===== src/rtl/cmr_pkg.sv =====
package cmr_pkg;
  localparam int IDX_OSC     = 1;
  localparam int IDX_CTRL    = 3;
  localparam int IDX_LOCK    = 5;
  localparam int IDX_AUX     = 7;
  localparam int IDX_SDRAM   = 8;
  localparam int IDX_INIT    = 9;
  localparam int IDX_FLA_SET = 12;
  localparam int IDX_FLA_CLR = 13;
  localparam int IDX_FLB_SET = 14;
  localparam int IDX_FLB_CLR = 15;
  localparam int IDX_IRQ_BASE = 16;
  localparam int IDX_FIQ_BASE = 24;
  localparam int IDX_SWI_SET = 20;
  localparam int IDX_SWI_CLR = 21;

  localparam logic [15:0] UNLOCK_KEY = 16'hA05F;
  localparam logic [31:0] OSC_RST    = 32'h0100_0048;
  localparam logic [31:0] AUX_RST    = 32'h0007_FEFF;
  localparam logic [31:0] SDRAM_RST  = 32'h0001_1122;
  localparam logic [31:0] INIT_RST   = 32'h0000_0112;

  function automatic logic key_matches(logic [15:0] key);
    return key == UNLOCK_KEY;
  endfunction

  function automatic logic [7:0] size_code(int mb);
    if (mb >= 256)      return 8'd64;
    else if (mb >= 128) return 8'd32;
    else if (mb >= 64)  return 8'd16;
    else if (mb >= 32)  return 8'd4;
    else                return 8'd2;
  endfunction

  function automatic logic [7:0] desc_byte(logic [5:0] n, int mb);
    case (n)
      6'd0:  return 8'd128;
      6'd1:  return 8'd8;
      6'd2:  return 8'd4;
      6'd3:  return 8'd11;
      6'd4:  return 8'd9;
      6'd5:  return 8'd1;
      6'd6:  return 8'd64;
      6'd8:  return 8'd2;
      6'd9:  return 8'hA0;
      6'd10: return 8'hA0;
      6'd13: return 8'd8;
      6'd15: return 8'd1;
      6'd16: return 8'h0E;
      6'd17: return 8'd4;
      6'd18: return 8'h1C;
      6'd19: return 8'd1;
      6'd20: return 8'd2;
      6'd21: return 8'h20;
      6'd22: return 8'hC0;
      6'd27: return 8'h30;
      6'd28: return 8'h28;
      6'd29: return 8'h30;
      6'd30: return 8'h28;
      6'd31: return size_code(mb);
      default: return 8'd0;
    endcase
  endfunction
endpackage


===== src/rtl/cmr_cfg.sv =====
module cmr_cfg #(
  parameter int DATA_W = 32
) (
  input  logic              clk,
  input  logic              rst_n,
  input  logic              we,
  input  logic [5:0]        widx,
  input  logic [DATA_W-1:0] wdata,
  output logic [DATA_W-1:0] osc_q,
  output logic [DATA_W-1:0] aux_q,
  output logic [DATA_W-1:0] sdram_q,
  output logic [DATA_W-1:0] init_q,
  output logic [15:0]       lock_q,
  output logic              key_ok,
  output logic [1:0]        ctrl_q,
  output logic [DATA_W-1:0] fla_q,
  output logic [DATA_W-1:0] flb_q,
  output logic              rst_pulse
);
  import cmr_pkg::*;

  logic hit_ctrl, cfg_we;
  assign key_ok   = key_matches(lock_q);
  assign hit_ctrl = we && (widx == 6'(IDX_CTRL));
  assign cfg_we   = we && key_ok;

  always_ff @(posedge clk) begin
    if (!rst_n) begin
      osc_q     <= DATA_W'(OSC_RST);
      aux_q     <= DATA_W'(AUX_RST);
      sdram_q   <= DATA_W'(SDRAM_RST);
      init_q    <= DATA_W'(INIT_RST);
      lock_q    <= '0;
      ctrl_q    <= '0;
      fla_q     <= '0;
      flb_q     <= '0;
      rst_pulse <= 1'b0;
    end else begin
      rst_pulse <= hit_ctrl && wdata[3];
      if (hit_ctrl) ctrl_q <= {wdata[2], wdata[0]};
      if (we && widx == 6'(IDX_LOCK)) lock_q <= wdata[15:0];
      if (cfg_we && widx == 6'(IDX_OSC))   osc_q   <= wdata;
      if (cfg_we && widx == 6'(IDX_AUX))   aux_q   <= wdata;
      if (cfg_we && widx == 6'(IDX_SDRAM)) sdram_q <= wdata;
      if (cfg_we && widx == 6'(IDX_INIT))  init_q  <= wdata;
      if (we && widx == 6'(IDX_FLA_SET)) fla_q <= fla_q | wdata;
      if (we && widx == 6'(IDX_FLA_CLR)) fla_q <= fla_q & ~wdata;
      if (we && widx == 6'(IDX_FLB_SET)) flb_q <= flb_q | wdata;
      if (we && widx == 6'(IDX_FLB_CLR)) flb_q <= flb_q & ~wdata;
    end
  end
endmodule


===== src/rtl/cmr_intc.sv =====
module cmr_intc #(
  parameter int DATA_W = 32
) (
  input  logic              clk,
  input  logic              rst_n,
  input  logic              we,
  input  logic [5:0]        widx,
  input  logic [DATA_W-1:0] wdata,
  output logic              lvl_q,
  output logic [DATA_W-1:0] irq_en,
  output logic [DATA_W-1:0] fiq_en,
  output logic              irq,
  output logic              fiq
);
  import cmr_pkg::*;

  localparam int NCH = 2;
  logic [DATA_W-1:0] en_q  [NCH];
  logic [NCH-1:0]    req_q;
  logic [DATA_W-1:0] lvl_vec;

  assign lvl_vec = {{(DATA_W-1){1'b0}}, lvl_q};

  always_ff @(posedge clk) begin
    if (!rst_n) lvl_q <= 1'b0;
    else if (we && widx == 6'(IDX_SWI_SET) && wdata[0]) lvl_q <= 1'b1;
    else if (we && widx == 6'(IDX_SWI_CLR) && wdata[0]) lvl_q <= 1'b0;
  end

  for (genvar ch = 0; ch < NCH; ch++) begin : g_ch
    localparam int BASE = (ch == 0) ? IDX_IRQ_BASE : IDX_FIQ_BASE;
    always_ff @(posedge clk) begin
      if (!rst_n) begin
        en_q[ch]  <= '0;
        req_q[ch] <= 1'b0;
      end else begin
        req_q[ch] <= |(lvl_vec & en_q[ch]);
        if (we && widx == 6'(BASE + 2)) en_q[ch] <= en_q[ch] | wdata;
        if (we && widx == 6'(BASE + 3)) en_q[ch] <= en_q[ch] & ~wdata;
      end
    end
  end

  assign irq_en = en_q[0];
  assign fiq_en = en_q[1];
  assign irq    = req_q[0];
  assign fiq    = req_q[1];
endmodule


===== src/rtl/cmr_desc.sv =====
module cmr_desc #(
  parameter int MEM_MB = 128
) (
  input  logic [5:0] entry,
  output logic [7:0] dbyte
);
  import cmr_pkg::*;
  assign dbyte = desc_byte(entry, MEM_MB);
endmodule


===== src/rtl/cm_ctrl_regs.sv =====
module cm_ctrl_regs #(
  parameter int DATA_W = 32,
  parameter int ADDR_W = 10,
  parameter int MEM_MB = 128
) (
  input  logic              clk,
  input  logic              rst_n,
  input  logic              wr_en,
  input  logic              rd_en,
  input  logic [ADDR_W-1:0] waddr,
  input  logic [DATA_W-1:0] wdata,
  output logic [DATA_W-1:0] rdata,
  output logic              led,
  output logic              remap,
  output logic              sys_rst_req,
  output logic              irq,
  output logic              fiq
);
  import cmr_pkg::*;

  localparam int PAGE_W = 6;
  localparam int HI_W   = ADDR_W - PAGE_W;

  logic [PAGE_W-1:0] widx;
  logic              in_regs, in_win, reg_we;
  logic [DATA_W-1:0] osc_q, aux_q, sdram_q, init_q, fla_q, flb_q;
  logic [DATA_W-1:0] irq_en, fiq_en, lvl_vec, rd_word;
  logic [15:0]       lock_q;
  logic [1:0]        ctrl_q;
  logic              key_ok, lvl_q;
  logic [7:0]        dbyte;

  assign widx    = waddr[PAGE_W-1:0];
  assign in_regs = (waddr[ADDR_W-1:PAGE_W] == HI_W'(0));
  assign in_win  = (waddr[ADDR_W-1:PAGE_W] == HI_W'(1));
  assign reg_we  = wr_en && in_regs;
  assign lvl_vec = {{(DATA_W-1){1'b0}}, lvl_q};

  cmr_cfg #(.DATA_W(DATA_W)) u_cfg (
    .clk(clk), .rst_n(rst_n), .we(reg_we), .widx(widx), .wdata(wdata),
    .osc_q(osc_q), .aux_q(aux_q), .sdram_q(sdram_q), .init_q(init_q),
    .lock_q(lock_q), .key_ok(key_ok), .ctrl_q(ctrl_q),
    .fla_q(fla_q), .flb_q(flb_q), .rst_pulse(sys_rst_req)
  );

  cmr_intc #(.DATA_W(DATA_W)) u_intc (
    .clk(clk), .rst_n(rst_n), .we(reg_we), .widx(widx), .wdata(wdata),
    .lvl_q(lvl_q), .irq_en(irq_en), .fiq_en(fiq_en), .irq(irq), .fiq(fiq)
  );

  cmr_desc #(.MEM_MB(MEM_MB)) u_desc (.entry(widx), .dbyte(dbyte));

  assign led   = ctrl_q[0];
  assign remap = ctrl_q[1];

  always_comb begin
    rd_word = '0;
    if (in_win) begin
      rd_word = {{(DATA_W-8){1'b0}}, dbyte};
    end else if (in_regs) begin
      case (int'(widx))
        IDX_OSC:          rd_word = osc_q;
        IDX_CTRL:         rd_word = {{(DATA_W-3){1'b0}}, ctrl_q[1], 1'b0, ctrl_q[0]};
        IDX_LOCK:         rd_word = {{(DATA_W-17){1'b0}}, key_ok, lock_q};
        IDX_AUX:          rd_word = aux_q;
        IDX_SDRAM:        rd_word = sdram_q;
        IDX_INIT:         rd_word = init_q;
        IDX_FLA_SET:      rd_word = fla_q;
        IDX_FLB_SET:      rd_word = flb_q;
        IDX_IRQ_BASE:     rd_word = lvl_vec & irq_en;
        IDX_IRQ_BASE + 1: rd_word = lvl_vec;
        IDX_IRQ_BASE + 2: rd_word = irq_en;
        IDX_SWI_SET:      rd_word = lvl_vec;
        IDX_FIQ_BASE:     rd_word = lvl_vec & fiq_en;
        IDX_FIQ_BASE + 1: rd_word = lvl_vec;
        IDX_FIQ_BASE + 2: rd_word = fiq_en;
        default:          rd_word = '0;
      endcase
    end
  end

  always_ff @(posedge clk) begin
    if (!rst_n)     rdata <= '0;
    else if (rd_en) rdata <= rd_word;
  end
endmodule


===== config.mk =====
export PLATFORM = sky130hd
export DESIGN_NAME = cm_ctrl_regs
export DESIGN_NICKNAME = d
export VERILOG_FILES = /design/src/rtl/cmr_pkg.sv /design/src/rtl/cmr_cfg.sv /design/src/rtl/cmr_intc.sv /design/src/rtl/cmr_desc.sv /design/src/rtl/cm_ctrl_regs.sv
export SDC_FILE = /design/constraint.sdc
export NUM_CORES = 1
export LEC_CHECK = 0
export ABC_CLOCK_PERIOD_IN_PS = 8500
export BUFFER_PORTS_ARGS = -buffer_cell sky130_fd_sc_hd__buf_4
export CAP_MARGIN = 40
export CORE_MARGIN = 5
export CORE_UTILIZATION = 40
export DETAILED_ROUTE_END_ITERATION = 7
export PLACE_DENSITY = 0.67
export SYNTH_ARGS = -nofsm -noshare
export SYNTH_HDL_FRONTEND = slang
export SYNTH_HIERARCHICAL = 1
export SYNTH_SLANG_ARGS = --single-unit

===== constraint.sdc =====
create_clock -name clk -period 8.5 [get_ports clk]
set_input_delay 1.275 -clock clk [delete_from_list [all_inputs] [get_ports clk]]
set_output_delay 1.275 -clock clk [all_outputs]
set_load 0.02 [all_outputs]

==> flow_metrics.tcl, run 1 <==
set metrics [dict create \
    power.density_cell_area_nw_per_um2 193 \
    post_route_cells_drive_above_1_share_pct 14.7 \
    setup.worst_path.end "u_cfg/sdram_q[30]" \
    clock_tree_skew_after_final_layout_ps 13.3 \
    postSynth.asyncResetShare_pct 0 \
    postSynth.topFlopCell "dfxtp_1" \
    vias_in_the_first_global_route 11600 \
    clkTransAtPathRegs_ps 60 \
    synthAdderAreaFrac_pct 0 \
    post_synth_most_frequent_cells "dfxtp_1, mux2i_1, nand2_1" \
    cts_setup_buffers 0 \
    worstSetupPathType "input port to flop" \
    setup_viol 0 \
    critPathArrivalTime_ps 4650 \
    fin_nets 1577 \
    dr_total_vias 12000 \
    p_comb_share_pct 6.0 \
    dieWidth_um 202 \
    period_minus_slack_ps 4210 \
    yosys.area_share.simple_pct 17.2 \
    syn-instance-count 1511 \
    p_sw_share_pct 22.9 \
    cts-resized-gates 0 \
    timing.critical_path.fanout_max 23 \
    die_area_um2 41000 \
    min_path_type "flop to flop" \
    floorplan.core_area_um2 36600 \
    crit_path_end_kind "flop" \
    clock_power_share_pct 47.4 \
    netlist-cell-type-count 76 \
    rsz0062_at_grt "false" \
    synth-xor-area-share_pct 0.118 \
    worst_skew_pair.late_latency_ps 510 \
    crit_path_start "waddr[7]" \
    cts_max_path_buffers 3 \
    cap_violations 0 \
    routed_via_density 5.95 \
    root_buffer "clkbuf_16" \
    synth_nets 1557 \
    ys_seq_elements 310 \
    mux_contribution_to_synthesized_area_pct 13.2 \
    avg_synthesized_cell_area_um2 9.80 \
    critical_path.startpoint_type "input port" \
    layout-area-overhead-vs-synth_pct 13.8 \
    gp_routability_congestion 0.804 \
    setup_total_negative_slack_ps 0 \
    reg2reg_setup_slack_ps 5720 \
    synth-compound-area-share_pct 18.6 \
    core.rowCount 70 \
    htree_levels 2 \
    yosysMostFrequentCell "dfxtp_1" \
    outcome "complete, no violations" \
    insertedDiodeCount 0 \
    grt_max_degree 109 \
    gr-total-overflow 0 \
    worst-endpoint-required_ps 8940 \
    finalMaxSlewViolations 0 \
    r2r_cells 5 \
    route.detailed.drc 0 \
    largest_family_of_logic_cells_by_synthesized_area "compound AO/OA/AOI/OAI gates" \
    drtPass1Iterations 5 \
    leakagePower_nw 5.91 \
    synth-edff-count 64 \
    maxSlewHeadroom_pct 42.2 \
    top_cell_type_s_share_of_synthesized_area_pct 33.3 \
    yosysWarnings 6 \
    drt-total-wl_mm 43.5 \
    hold_slack_ps 458 \
    switchingPower_mw 0.745 \
    max-vdd-ir-drop_mv 0.130 \
    sequential_to_total_area_share_from_yosys_stat_pct 46.3 \
    global_route_wire_length_before_repair_mm 67.9 \
    grt_util_all_layers_pct 20.4 \
    io_pins 83 \
    port_buffers 82 \
    finalCritPeriodShare_pct 49.5 \
    clock_sink_count 310 \
    drt-wirelength-per-cell_um 21.5 \
    dr_iter_0_viols 1160 \
    chip_height_um 202 \
    cell_area_synth_um2 14800 \
    tritoncts.num_buffers 35 \
    timing.hold.worst_path_depth 2 \
    synthDominantAreaCellType "dfxtp_1" \
    timing.fmax_ghz 0.238 \
    antenna_left 0 \
    internal_power_mw 2.51 \
    floorplan.initialDensity_pct 40.4 \
    critical_path.reg2reg.endpoint "u_cfg/sdram_q[30]" \
    worst-slew-pin-transition_ps 867 \
    filler_cell_count 3410 \
    hold_viol_final 0 \
    clock_tree_from_tritoncts "yes" \
    regToRegStartpoint "u_cfg/lock_q[6]" \
    dp_hpwl_mm 27.2 \
    seq_power_share_pct 46.7 \
    hold_buffers 0 \
    antenna_found_initial 1 \
    netlist_top_cells_area "dfxtp_1, mux2i_1, edfxtp_1" \
]
## critical path, cell delays in order
cell	delay [ps]
buf_4	120
or3_1	410
nor3b_1	420
nor3b_2	580
nand3_1	290
nor3_4	720
buf_4	550
mux2i_1	250
## worst min-delay path by stage
stage | slack (ps) | startpoint | to
4_1_cts | 460 | u_cfg/sdram_q[19] | u_cfg/sdram_q[19]
3_5_place_dp | 450 | u_cfg/aux_q[31] | u_cfg/aux_q[31]
6_report | 460 | u_cfg/sdram_q[19] | u_cfg/sdram_q[19]
5_1_grt | 470 | u_cfg/aux_q[31] | u_cfg/aux_q[31]
3_3_place_gp | 440 | u_cfg/aux_q[22] | u_cfg/aux_q[22]
2_1_floorplan | 430 | u_cfg/sdram_q[3] | u_cfg/sdram_q[3]
## stage by stage
step,worst slack (ps),area (um2),power [mW],util [%],instances
global placement,4010,15600,1.74,42.5,1956
floorplan,3670,14800,1.66,-,1511
detailed placement,3860,15700,1.74,42.8,1962
finish,4290,16800,3.25,46.0,2024
CTS,4390,16800,3.28,46.0,2024
global route,4160,16800,3.36,46.0,2024
## cell families (layout without fill, tap and decap cells)
logic type      Yosys count  in the layout
compound gates          392            392
xor+xnor                  2              2
buf+inv                 136            181
flops                   310            310
mux                     195            195
simple gates            476            476
## routing by layer
| layer | vias up | wire length (um) | share of wire (%) | global-route usage, % |
|---|---|---|---|---|
| li1 | 5646 | - | - | - |
| met1 | 5882 | 19800 | 46 | 29.4 |
| met2 | 455 | 19600 | 45 | 31.5 |
| met3 | 58 | 3190 | 7.3 | 3.85 |
| met4 | 0 | 858 | 2.0 | 5.46 |
| met5 | - | 0 | 0 | 0 |
## cell type report
| class | instances | area, um2 | share of cell area [%] |
|---|---|---|---|
| clock inverters | 9 | 110 | 0.654 |
| repair buffers | 110 | 880 | 5.22 |
| clock buffers | 53 | 1080 | 6.39 |
| multi-input cells | 1065 | 7310 | 43.4 |
| inverters | 9 | 35.0 | 0.208 |
| flip-flops and latches | 310 | 6850 | 40.6 |
| well taps | 468 | 586 | 3.48 |
## cell usage in the layout, fill, tap and decap left out, types with 31 or more instances in the layout
| cell type | n |
|---|---|
| dfxtp_1 | 246 |
| mux2i_1 | 195 |
| nand2_1 | 148 |
| a21oi_1 | 132 |
| buf_4 | 103 |
| nand2b_1 | 100 |
| nor2_1 | 86 |
| a311oi_1 | 65 |
| edfxtp_1 | 64 |
| clkbuf_16 | 37 |
| o21ai_0 | 31 |
## power groups by stage
stage,Clock (mW),Sequential (mW),Combinational [mW]
global placement,0,1.55,0.186
floorplan,0,1.55,0.111
CTS,1.57,1.52,0.192
global route,1.63,1.52,0.209
finish,1.54,1.52,0.194
detailed placement,0,1.55,0.191
Note: power is estimated with default switching activity, not from simulation.
==> inputs of run 2 (changes only) <==
Settings changed: ABC_CLOCK_PERIOD_IN_PS 8500 to 4000.
Clock period 8.5 ns to 4 ns, I/O delays scaled along.
==> flow_metrics.tcl, run 2 (synthesis gave the netlist of run 1 again) <==
set metrics [dict create \
    outcome "complete, no violations" \
    crit_path_end_kind "flop" \
    drtPass1Iterations 5 \
    cap_violations 0 \
    gr-total-overflow 0 \
    max-vdd-ir-drop_mv 0.259 \
    switchingPower_mw 1.57 \
    clock_tree_from_tritoncts "yes" \
    critical-path-top-cell-by-count "buf_4" \
    worstSetupPathType "input port to flop" \
    critical-path-top-delay-family "simple AND/OR/NAND/NOR gates" \
    grt_max_degree 92 \
    hold_slack_ps 337 \
    dieWidth_um 202 \
    cp.buffers_inverters 2 \
    min_path_type "input port to flop" \
    timing.fmax_ghz 0.349 \
    p_sw_share_pct 23.5 \
    hold_buffers 0 \
    minimum_setup_slack_in_the_final_design_ps 1140 \
    seq_power_share_pct 48.3 \
    port_buffers 82 \
    cell_chain_critical_path "buf_4 > or3_1 > nor3b_1 > nor3b_2 > nand3_1 > nor4_4 > buf_4 > mux2i_1" \
    p_comb_share_pct 6.2 \
    cp_slowest_stage_delay_ps 570 \
    core.rowCount 70 \
    vias_in_the_first_global_route 11500 \
    layout-area-overhead-vs-synth_pct 14.2 \
    gp_routability_congestion 0.802 \
    clock_power_share_pct 45.5 \
    dr_iter_0_viols 1196 \
    final_core_utilization_pct 46.2 \
    io_pins 83 \
    clkTransAtPathRegs_ps 60 \
    route.detailed.drc 0 \
    drt-wirelength-per-cell_um 21.2 \
    routed_via_density 5.93 \
    timing.critical_path.fanout_max 21 \
    htree_levels 2 \
    worst_skew_pair.late_latency_ps 510 \
    cts_max_path_buffers 3 \
    worst-endpoint-required_ps 4440 \
    internal_power_mw 5.11 \
    chip_height_um 202 \
    power.density_cell_area_nw_per_um2 395 \
    floorplan.core_area_um2 36600 \
    root_buffer "clkbuf_16" \
    period_minus_slack_ps 2860 \
    finalMaxSlewViolations 0 \
    floorplan.initialDensity_pct 40.4 \
    clock_tree_skew_after_final_layout_ps 11.0 \
    final_cells 2043 \
    dp_slack_ps 640 \
    setup_total_negative_slack_ps 0 \
    dp_hpwl_mm 27.7 \
    maxSlewHeadroom_pct 39.6 \
    fin_nets 1597 \
    antenna_found_initial 0 \
    leakagePower_nw 5.96 \
    global_route_wire_length_before_repair_mm 66.9 \
    cts-resized-gates 0 \
    antenna_left 0 \
    rsz0062_at_grt "false" \
    critical_path.startpoint_type "input port" \
    setup_viol 0 \
    grt_util_all_layers_pct 20.1 \
    die_area_um2 41000 \
    finalCritPeriodShare_pct 71.6 \
    mostFrequentLayoutCells "dfxtp_1, mux2i_1, nand2_1, a21oi_1, buf_4" \
    tritoncts.num_buffers 34 \
    post-layout-total-power_mw 6.68 \
    critPathArrivalTime_ps 3300 \
    mostFrequentLayoutCell "dfxtp_1" \
    critical_path_cell_with_the_highest_stage_delay "nor3b_2" \
    worst-slew-pin-transition_ps 906 \
    hold_viol_final 0 \
    drt-total-wl_mm 43.3 \
    insertedDiodeCount 0 \
    post_route_cells_drive_above_1_share_pct 15.5 \
    dp.cells 1983 \
    cts_setup_buffers 0 \
    clock_sink_count 310 \
    placedInstanceArea_um2 15800 \
    dr_total_vias 12100 \
    final_non_filler_cell_area_um2 16900 \
]
-- run 2: changes by cell type in the layout (fill, tap and decap cells not counted), moves of 2 or more --
cell       delta
buf_8         -3
buf_4        +21
inv_6         -2
clkbuf_8      -3
bufinv_16     -2
buf_6         -2
clkbuf_1      +2
buf_12        +5
clkinv_2      +2
-- run 2: area by class of cell --
class,instances,area [um2]
flip-flops and latches,310,6850
clock buffers,51,1020
inverters,9,35.0
well taps,468,586
clock inverters,9,62.6
multi-input cells,1065,7310
repair buffers,131,1050
fillers,3453,19700
-- run 2: layer usage --
metal | track usage, % | part of all wire (%)
met1 | 29.3 | 46
met2 | 30.8 | 45
met3 | 3.91 | 8.0
met4 | 4.73 | 1.9
met5 | 0 | 0
-- run 2: power groups by stage --
stage | Sequential, mW | Combinational (mW) | Clock, mW
2_1_floorplan | 3.29 | 0.237 | 0
3_3_place_gp | 3.29 | 0.404 | 0
3_5_place_dp | 3.29 | 0.410 | 0
4_1_cts | 3.23 | 0.411 | 3.10
5_1_grt | 3.23 | 0.447 | 3.21
6_report | 3.23 | 0.415 | 3.04
-- run 2: worst paths after layout --
kind,start,to,slack [ps],cells past startpoint
max,waddr[7],u_cfg/init_q[29],1140,8
min,wdata[23],flop,340,2
max reg2reg,u_cfg/lock_q[10],u_cfg/init_q[29],1740,5
min reg2reg,u_cfg/init_q[22],u_cfg/init_q[22],450,2
